--- config.mk ---
export PLATFORM = sky130hd
export DESIGN_NAME = assoc_cam
export DESIGN_NICKNAME = d
export VERILOG_FILES = /design/src/rtl/assoc_cam_pkg.sv /design/src/rtl/assoc_cam_store.sv /design/src/rtl/assoc_cam_compare.sv /design/src/rtl/assoc_cam_encode.sv /design/src/rtl/assoc_cam.sv
export SDC_FILE = /design/constraint.sdc
export NUM_CORES = 1
export LEC_CHECK = 0
export BUFFER_PORTS_ARGS = -buffer_cell sky130_fd_sc_hd__buf_2
export CAP_MARGIN = 10
export CORE_UTILIZATION = 60
export DETAILED_ROUTE_END_ITERATION = 8
export PLACE_DENSITY_LB_ADDON = 0.1
export REMOVE_ABC_BUFFERS = 1
export SLEW_MARGIN = 0
export SYNTH_ARGS = -nofsm -noshare
export SYNTH_HDL_FRONTEND = slang
export SYNTH_SLANG_ARGS = --single-unit
--- constraint.sdc ---
create_clock -name clk -period 7.7 [get_ports clk]
set_clock_uncertainty 0.05 [all_clocks]
set_input_delay 0.77 -clock clk [delete_from_list [all_inputs] [get_ports clk]]
set_output_delay 0.77 -clock clk [all_outputs]
set_load 0.02 [all_outputs]
--- src/rtl/assoc_cam_pkg.sv ---
package assoc_cam_pkg;

    localparam int RES_ALL_HITS  = 0;
    localparam int RES_FIRST_HOT = 1;
    localparam int RES_FIRST_BIN = 2;

    typedef enum logic {
        WR_IDLE   = 1'b0,
        WR_COMMIT = 1'b1
    } wr_state_t;

    typedef enum logic {
        SR_IDLE = 1'b0,
        SR_SHOW = 1'b1
    } sr_state_t;

endpackage

--- src/rtl/assoc_cam_store.sv ---
module assoc_cam_store
    import assoc_cam_pkg::*;
#(
    parameter int ENTRIES = 16,
    parameter int WIDTH   = 32,
    localparam int IDXW   = $clog2(ENTRIES)
) (
    input  logic                             clk,
    input  logic                             rst_n,
    input  logic                             clear_all,
    input  logic                             wr_req,
    input  logic [IDXW-1:0]                  wr_idx,
    input  logic [WIDTH-1:0]                 wr_word,
    output logic                             wr_busy,
    output logic [ENTRIES-1:0][WIDTH-1:0]    slot_data,
    output logic [ENTRIES-1:0]               slot_valid
);

    wr_state_t        state_q, state_d;
    logic [IDXW-1:0]  pend_idx_q;
    logic [WIDTH-1:0] pend_word_q;
    logic             take_req;
    logic             commit_en;

    // state register
    always_ff @(posedge clk or negedge rst_n) begin
        if (!rst_n) state_q <= WR_IDLE;
        else        state_q <= state_d;
    end

    // next state
    always_comb begin
        state_d = state_q;
        unique case (state_q)
            WR_IDLE:   state_d = (wr_req && !clear_all) ? WR_COMMIT : WR_IDLE;
            WR_COMMIT: state_d = WR_IDLE;
        endcase
    end

    // outputs and strobes
    always_comb begin
        wr_busy   = 1'b0;
        take_req  = 1'b0;
        commit_en = 1'b0;
        unique case (state_q)
            WR_IDLE:   take_req = wr_req && !clear_all;
            WR_COMMIT: begin
                wr_busy   = 1'b1;
                commit_en = !clear_all;
            end
        endcase
    end

    always_ff @(posedge clk) begin
        if (take_req) begin
            pend_idx_q  <= wr_idx;
            pend_word_q <= wr_word;
        end
    end

    always_ff @(posedge clk or negedge rst_n) begin
        if (!rst_n)
            slot_valid <= '0;
        else if (clear_all)
            slot_valid <= '0;
        else if (commit_en)
            slot_valid[pend_idx_q] <= 1'b1;
    end

    always_ff @(posedge clk) begin
        if (commit_en) slot_data[pend_idx_q] <= pend_word_q;
    end

endmodule

--- src/rtl/assoc_cam_compare.sv ---
module assoc_cam_compare #(
    parameter int ENTRIES = 16,
    parameter int WIDTH   = 32
) (
    input  logic [ENTRIES-1:0][WIDTH-1:0] slot_data,
    input  logic [ENTRIES-1:0]            slot_valid,
    input  logic [WIDTH-1:0]              key,
    output logic [ENTRIES-1:0]            hit
);

    for (genvar g = 0; g < ENTRIES; g++) begin : g_lane
        assign hit[g] = slot_valid[g] && (slot_data[g] == key);
    end

endmodule

--- src/rtl/assoc_cam_encode.sv ---
module assoc_cam_encode
    import assoc_cam_pkg::*;
#(
    parameter int ENTRIES = 16,
    parameter int MODE    = RES_ALL_HITS,
    localparam int IDXW   = $clog2(ENTRIES)
) (
    input  logic [ENTRIES-1:0] hit,
    output logic [ENTRIES-1:0] enc_vec,
    output logic [IDXW-1:0]    enc_addr,
    output logic               enc_found
);

    assign enc_found = |hit;

    if (MODE == RES_ALL_HITS) begin : g_all
        assign enc_vec  = hit;
        assign enc_addr = '0;
    end else if (MODE == RES_FIRST_HOT) begin : g_hot
        // isolate lowest set bit
        assign enc_vec  = hit & (~hit + ENTRIES'(1));
        assign enc_addr = '0;
    end else begin : g_bin
        logic [IDXW-1:0] low_idx;
        always_comb begin
            low_idx = '0;
            for (int i = ENTRIES - 1; i >= 0; i--) begin
                if (hit[i]) low_idx = IDXW'(i);
            end
        end
        assign enc_vec  = '0;
        assign enc_addr = low_idx;
    end

endmodule

--- src/rtl/assoc_cam.sv ---
module assoc_cam
    import assoc_cam_pkg::*;
#(
    parameter int ENTRIES = 16,
    parameter int WIDTH   = 32,
    parameter int MODE    = RES_ALL_HITS,
    localparam int IDXW   = $clog2(ENTRIES)
) (
    input  logic               clk,
    input  logic               rst_n,
    input  logic               clear_all,
    input  logic               wr_req,
    input  logic [IDXW-1:0]    wr_idx,
    input  logic [WIDTH-1:0]   wr_word,
    output logic               wr_busy,
    input  logic               srch_req,
    input  logic [WIDTH-1:0]   srch_key,
    output logic               srch_ready,
    output logic               res_valid,
    output logic [ENTRIES-1:0] res_vec,
    output logic [IDXW-1:0]    res_addr,
    output logic               res_found
);

    logic [ENTRIES-1:0][WIDTH-1:0] slot_data;
    logic [ENTRIES-1:0]            slot_valid;
    logic [ENTRIES-1:0]            hit;
    logic [ENTRIES-1:0]            enc_vec;
    logic [IDXW-1:0]               enc_addr;
    logic                          enc_found;
    logic                          accept;
    sr_state_t                     sr_q, sr_d;

    assoc_cam_store #(.ENTRIES(ENTRIES), .WIDTH(WIDTH)) u_store (
        .clk       (clk),
        .rst_n     (rst_n),
        .clear_all (clear_all),
        .wr_req    (wr_req),
        .wr_idx    (wr_idx),
        .wr_word   (wr_word),
        .wr_busy   (wr_busy),
        .slot_data (slot_data),
        .slot_valid(slot_valid)
    );

    assoc_cam_compare #(.ENTRIES(ENTRIES), .WIDTH(WIDTH)) u_cmp (
        .slot_data (slot_data),
        .slot_valid(slot_valid),
        .key       (srch_key),
        .hit       (hit)
    );

    assoc_cam_encode #(.ENTRIES(ENTRIES), .MODE(MODE)) u_enc (
        .hit      (hit),
        .enc_vec  (enc_vec),
        .enc_addr (enc_addr),
        .enc_found(enc_found)
    );

    assign srch_ready = !wr_busy;
    assign accept     = srch_req && srch_ready;

    // search state register
    always_ff @(posedge clk or negedge rst_n) begin
        if (!rst_n) sr_q <= SR_IDLE;
        else        sr_q <= sr_d;
    end

    always_comb begin
        sr_d = sr_q;
        unique case (sr_q)
            SR_IDLE: sr_d = accept ? SR_SHOW : SR_IDLE;
            SR_SHOW: sr_d = accept ? SR_SHOW : SR_IDLE;
        endcase
    end

    // search outputs
    always_comb begin
        res_valid = 1'b0;
        unique case (sr_q)
            SR_IDLE: res_valid = 1'b0;
            SR_SHOW: res_valid = 1'b1;
        endcase
    end

    always_ff @(posedge clk or negedge rst_n) begin
        if (!rst_n) begin
            res_vec   <= '0;
            res_addr  <= '0;
            res_found <= 1'b0;
        end else if (accept) begin
            res_vec   <= enc_vec;
            res_addr  <= enc_addr;
            res_found <= enc_found;
        end
    end

endmodule

Word level (Yosys, flattened, before mapping)
Cells that the tools add are included.
W data, S select, Z words.
{"block": "word_totals", "word_cells": 81, "output_inout_bits": 24, "regBits": 583}
{"block": "op_classes", "muxes": 14, "n_lt_le_gt_ge": 2, "eq_ne": 16, "n_reduce_logical": 23, "bitwise_logic": 3}
{"op": "$bwmux W512", "count": 1}
{"op": "$eq A32 B32 Y1", "count": 16}
{"op": "$demux W32 S4", "count": 1}
{"op": "$mux W16", "count": 2}
{"op": "$mux W32", "count": 1}
{"op": "$logic_and A1 B1 Y1", "count": 19}
{"op": "$or A16 B16 Y16", "count": 1}
{"op": "$reduce_or A16 Y1", "count": 1}
{"op": "$mux W1", "count": 6}
{"op": "$lt A4 B5 Y1 const B", "count": 1}
{"op": "$demux W1 S4", "count": 1}
{"op": "$ge A4 B1 Y1 const B", "count": 1}
{"op": "$pmux W1 S2", "count": 2}
{"op": "$logic_not A1 Y1", "count": 2}
{"op": "$not A1 Y1", "count": 2}
{"op": "$reduce_bool A2 Y1", "count": 1}

Logic depth before layout (Yosys ltp)
{"block": "depth", "ltp_word": 7, "mapped_depth": 9, "ltp_nobuf": 7}

Cells and area by module
A second synthesis with hierarchy kept.
{"block": "hier_totals", "hier_cells": 1471, "hier_area_um2": 24730.0}
{"module": "assoc_cam_store", "area_each_um2": 17232.8, "cells_each": 630, "instances": 1}
{"module": "assoc_cam_compare", "area_each_um2": 6396.1, "cells_each": 768, "instances": 1}
{"module": "assoc_cam", "area_each_um2": 915.9, "cells_each": 47, "instances": 1}
{"module": "assoc_cam_encode", "area_each_um2": 185.2, "cells_each": 26, "instances": 1}

Worst setup path after synthesis
OpenSTA, ideal clock, no wires.
{"block": "synth_path", "path_type": "input-to-reg", "startpoint": "in clear_all", "endpoint": "reg u_store.slot_data[0] (netlist name) (enable)", "arrival_time_ns": 3.776, "required_ns": 7.187, "slack_ns": 3.411, "cell_stages": 5, "cell_sequence": "buf_2 > nand2b_1 > or3_1 > clkbuf_1 > nor3_1"}
{"block": "synth_between", "elab_chain_cells": 2}
{"item": "start: declaration", "line": "assoc_cam.sv:11", "text": "input logic clear_all,"}
{"item": "$logic_not A1 Y1", "line": "assoc_cam_store.sv:49", "text": "commit_en = !clear_all;"}
{"item": "$mux W1", "line": "assoc_cam_store.sv:45", "text": "unique case (state_q)"}
{"item": "end signal: indexed assignment", "line": "assoc_cam_store.sv:71", "text": "if (commit_en) slot_data[pend_idx_q] <= pend_word_q;"}
{"item": "end: declaration", "line": "assoc_cam_store.sv:15", "text": "output logic [ENTRIES-1:0][WIDTH-1:0] slot_data,"}
No other way between the ends.
A chain may end at the register's enable or synchronous reset.

Worst setup path in the final report
{"block": "layout_path", "startpoint": "reg u_store.state_q", "endpoint": "reg u_store.slot_data[97] (netlist name) (enable)"}
{"block": "layout_between", "elab_chain_cells": 1}
{"item": "start: declaration", "line": "assoc_cam_store.sv:19", "text": "wr_state_t state_q, state_d;"}
{"item": "start signal: assignment", "line": "assoc_cam_store.sv:28", "text": "else state_q <= state_d;"}
{"item": "$mux W1", "line": "assoc_cam_store.sv:45"}
No other way between the ends.

==> results.yml <==
floorplan:
  die_area_sq_um: 41200
  ios: 97
  core_sq_um: 39700
  floorplan.initialDensity_pct: 61.0
  die_y_um: 203
  rows: 73
  die_x_um: 203
sta:
  period_share_pct: 37.3
  final-setup-viol-count: 0
  fin_setup_tns_ps: 0
  slew-limit-headroom_pct: 12.2
  min_period_ps: 2870
  maxSlewViolCount: 0
  worstMarginPinSlew_ps: 1320
  fmax_mhz: 348
  rsz0062_at_grt: "false"
  hold_viol_final: 0
placement:
  gp_congestion: 0.863
  dp_hpwl_um: 38600
  io_buffers: 92
  place_area_sq_um: 24900
finish:
  syn_to_final_growth_pct: 10.2
  drive_gt1_share_pct: 13.3
  final_util_pct: 67.2
  nets: 1646
  nFillCells: 2751
  design_area_sq_um: 26700
drt:
  drt-vias-per-instance: 6.13
  dr_wl_met2_um: 32300
  highest_layer: "met5"
  first_iter_violations: 1638
  detail-route-antenna-nets: 0
  drtPass1Iterations: 5
  wl_met3_um: 8270
  via_count: 13200
  drt-met1-wl_um: 26300
  wl_um: 69600
  wl_per_cell_um: 32.4
  drc: 0
critical_path:
  cp-startpoint: "u_store.state_q"
  crit_path_end_kind: "register"
  start_kind: "register"
  cp.arrival_ps: 3070
  critPathRequiredTime_ps: 7900
  worstPathMaxFanout: 29
  path_class: "reg -> reg"
  reg2reg_from: "u_store.state_q"
clock_tree:
  cts.clk_slew.worst_paths_ps: 60
  cts_inserted_buffers: 58
  cts.path.max_buffers: 3
  postCtsSetupBuffers: 0
  htree_levels: 2
  cts.sinks: 583
  cts_root_buffer: "clkbuf_16"
  clk_latency_ps: 610
  cts_resized: 0
  cts_tree: "done"
  cts_hold_buf: 0
grt:
  gr-total-overflow: 0
  grt_max_degree: 36
  antenna_found_initial: 5
  grt_pass1_vias: 12600
  grt_use_total_pct: 34.5
  grt_first_pass_wirelength_um: 94400
synth:
  syn_area_per_cell_sq_um: 16.5
  synth_top_area_share_pct: 67.9
  ys_seq_area_share_pct: 71.5
  ys_types: 27
  synth_top_cell_by_area: "edfxtp_1"
  syn_area_sq_um: 24200
  synthArstFlopShare_pct: 6.00
  synthFlopType: "edfxtp_1"
  synth_warnings: 0
  synth_edf_count: 548
  synthCells: 1465
  synth_area_leaders: "edfxtp_1, xnor2_1, dfrtp_1"
  ys_ff_latch: 583
pwr:
  pwr_density_cell_nw_per_um2: 245
  ir_worst_vdd_v: 0.000194
  power_mw: 6.54
  p_leak_nw: 8.34
outcome:
  run_status: "complete, no violations"
worst_hold_path:
  hold_path_class: "in -> async"
run:
  maxCapViolCount: 0
-- placed cells by master, fill, tap and decap left out, drive strengths merged --
cell type / n
buf: 121
bufinv: 1
clkbuf: 87
clkinv: 17
conb: 4
dfrtp: 35
diode: 5
edfxtp: 548
inv: 19
nand2: 20
nand2b: 3
nand3: 17
nand3b: 1
nand4: 116
nor2: 30
nor3: 20
nor3b: 1
nor4: 33
o21ai: 17
o21bai: 4
o22ai: 12
or3: 1
xnor2: 432
xor2: 80
-- area by class of cell --
class	count	area [sq um]	share of cell area, %
diodes	5	12.5	0.0469
clock buffers	87	1660	6.23
clock inverters	19	110	0.413
inverters	18	67.6	0.253
multi-input cells	791	6170	23.1
flip-flops and latches	583	17300	64.9
well taps	525	657	2.46
repair buffers	121	678	2.54
-- metal layers --
| metal | up-vias | track usage [%] |
|---|---|---|
| li1 | 5533 | - |
| met1 | 6678 | 46.5 |
| met2 | 821 | 53.5 |
| met3 | 146 | 9.26 |
| met4 | 2 | 14.2 |
| met5 | - | 0 |
-- final timing paths --
kind	cells past startpoint	to	slack [ps]
max	5	u_store.slot_data[97]	4830
min	1	res_vec[9]	230
max reg2reg	5	u_store.slot_data[97]	4830
min reg2reg	2	res_vec[12]	430
max in group asynchronous	1	u_store.slot_valid[10]	6820
min in group clk	1	u_store.pend_word_q[24]	280
-- cell usage after synthesis, types with 16 or more instances --
master / instances
buf_6: 50
dfrtp_1: 35
edfxtp_1: 548
inv_1: 18
nand2_1: 20
nand3_1: 17
nand4_1: 116
nor2_1: 30
nor3_1: 20
nor4_1: 33
o21ai_0: 16
xnor2_1: 429
xor2_1: 80
-- through the flow --
step,std cells,setup slack (ps),hold WS [ps]
final,2149,4830,227
after global routing,2144,4810,263
after detailed placement,2038,4370,417
after floorplan,1392,3620,424
after CTS,2144,4900,220
after global placement,2038,4340,407
-- cells by family (layout without fill, tap and decap cells) --
family	count (synthesis)	after routing	share of synthesized area, %
other	1	9	0.0155
AOI/OAI and AO/OA	33	33	0.785
buffers and inverters	94	245	3.50
and+or+nand+nor	242	242	5.55
xor gates and xnor gates	512	512	18.6
DFF	583	583	71.5
-- sequential cells by signal (all words and copies together), names as in the netlist --
signal	flops
u_store.slot_data	512
u_store.pend_word_q	32
res_vec	16
u_store.slot_valid	16
u_store.pend_idx_q	4
res_found	1
sr_q	1
u_store.state_q	1
-- power breakdown --
group	switching [mW]	internal (mW)	total, mW
Clock	1.16	1.51	2.67
Combinational	0.227	0.113	0.340
Sequential	0.0495	3.47	3.52
-- critical path, cell delays in order, from the launching register on --
cell     delay, ps
dfrtp_1        450
inv_1          160
nor2_1         170
nand3_1        420
nor3_2         690
buf_4          540
No activity file was read; power rests on OpenSTA's default activity.
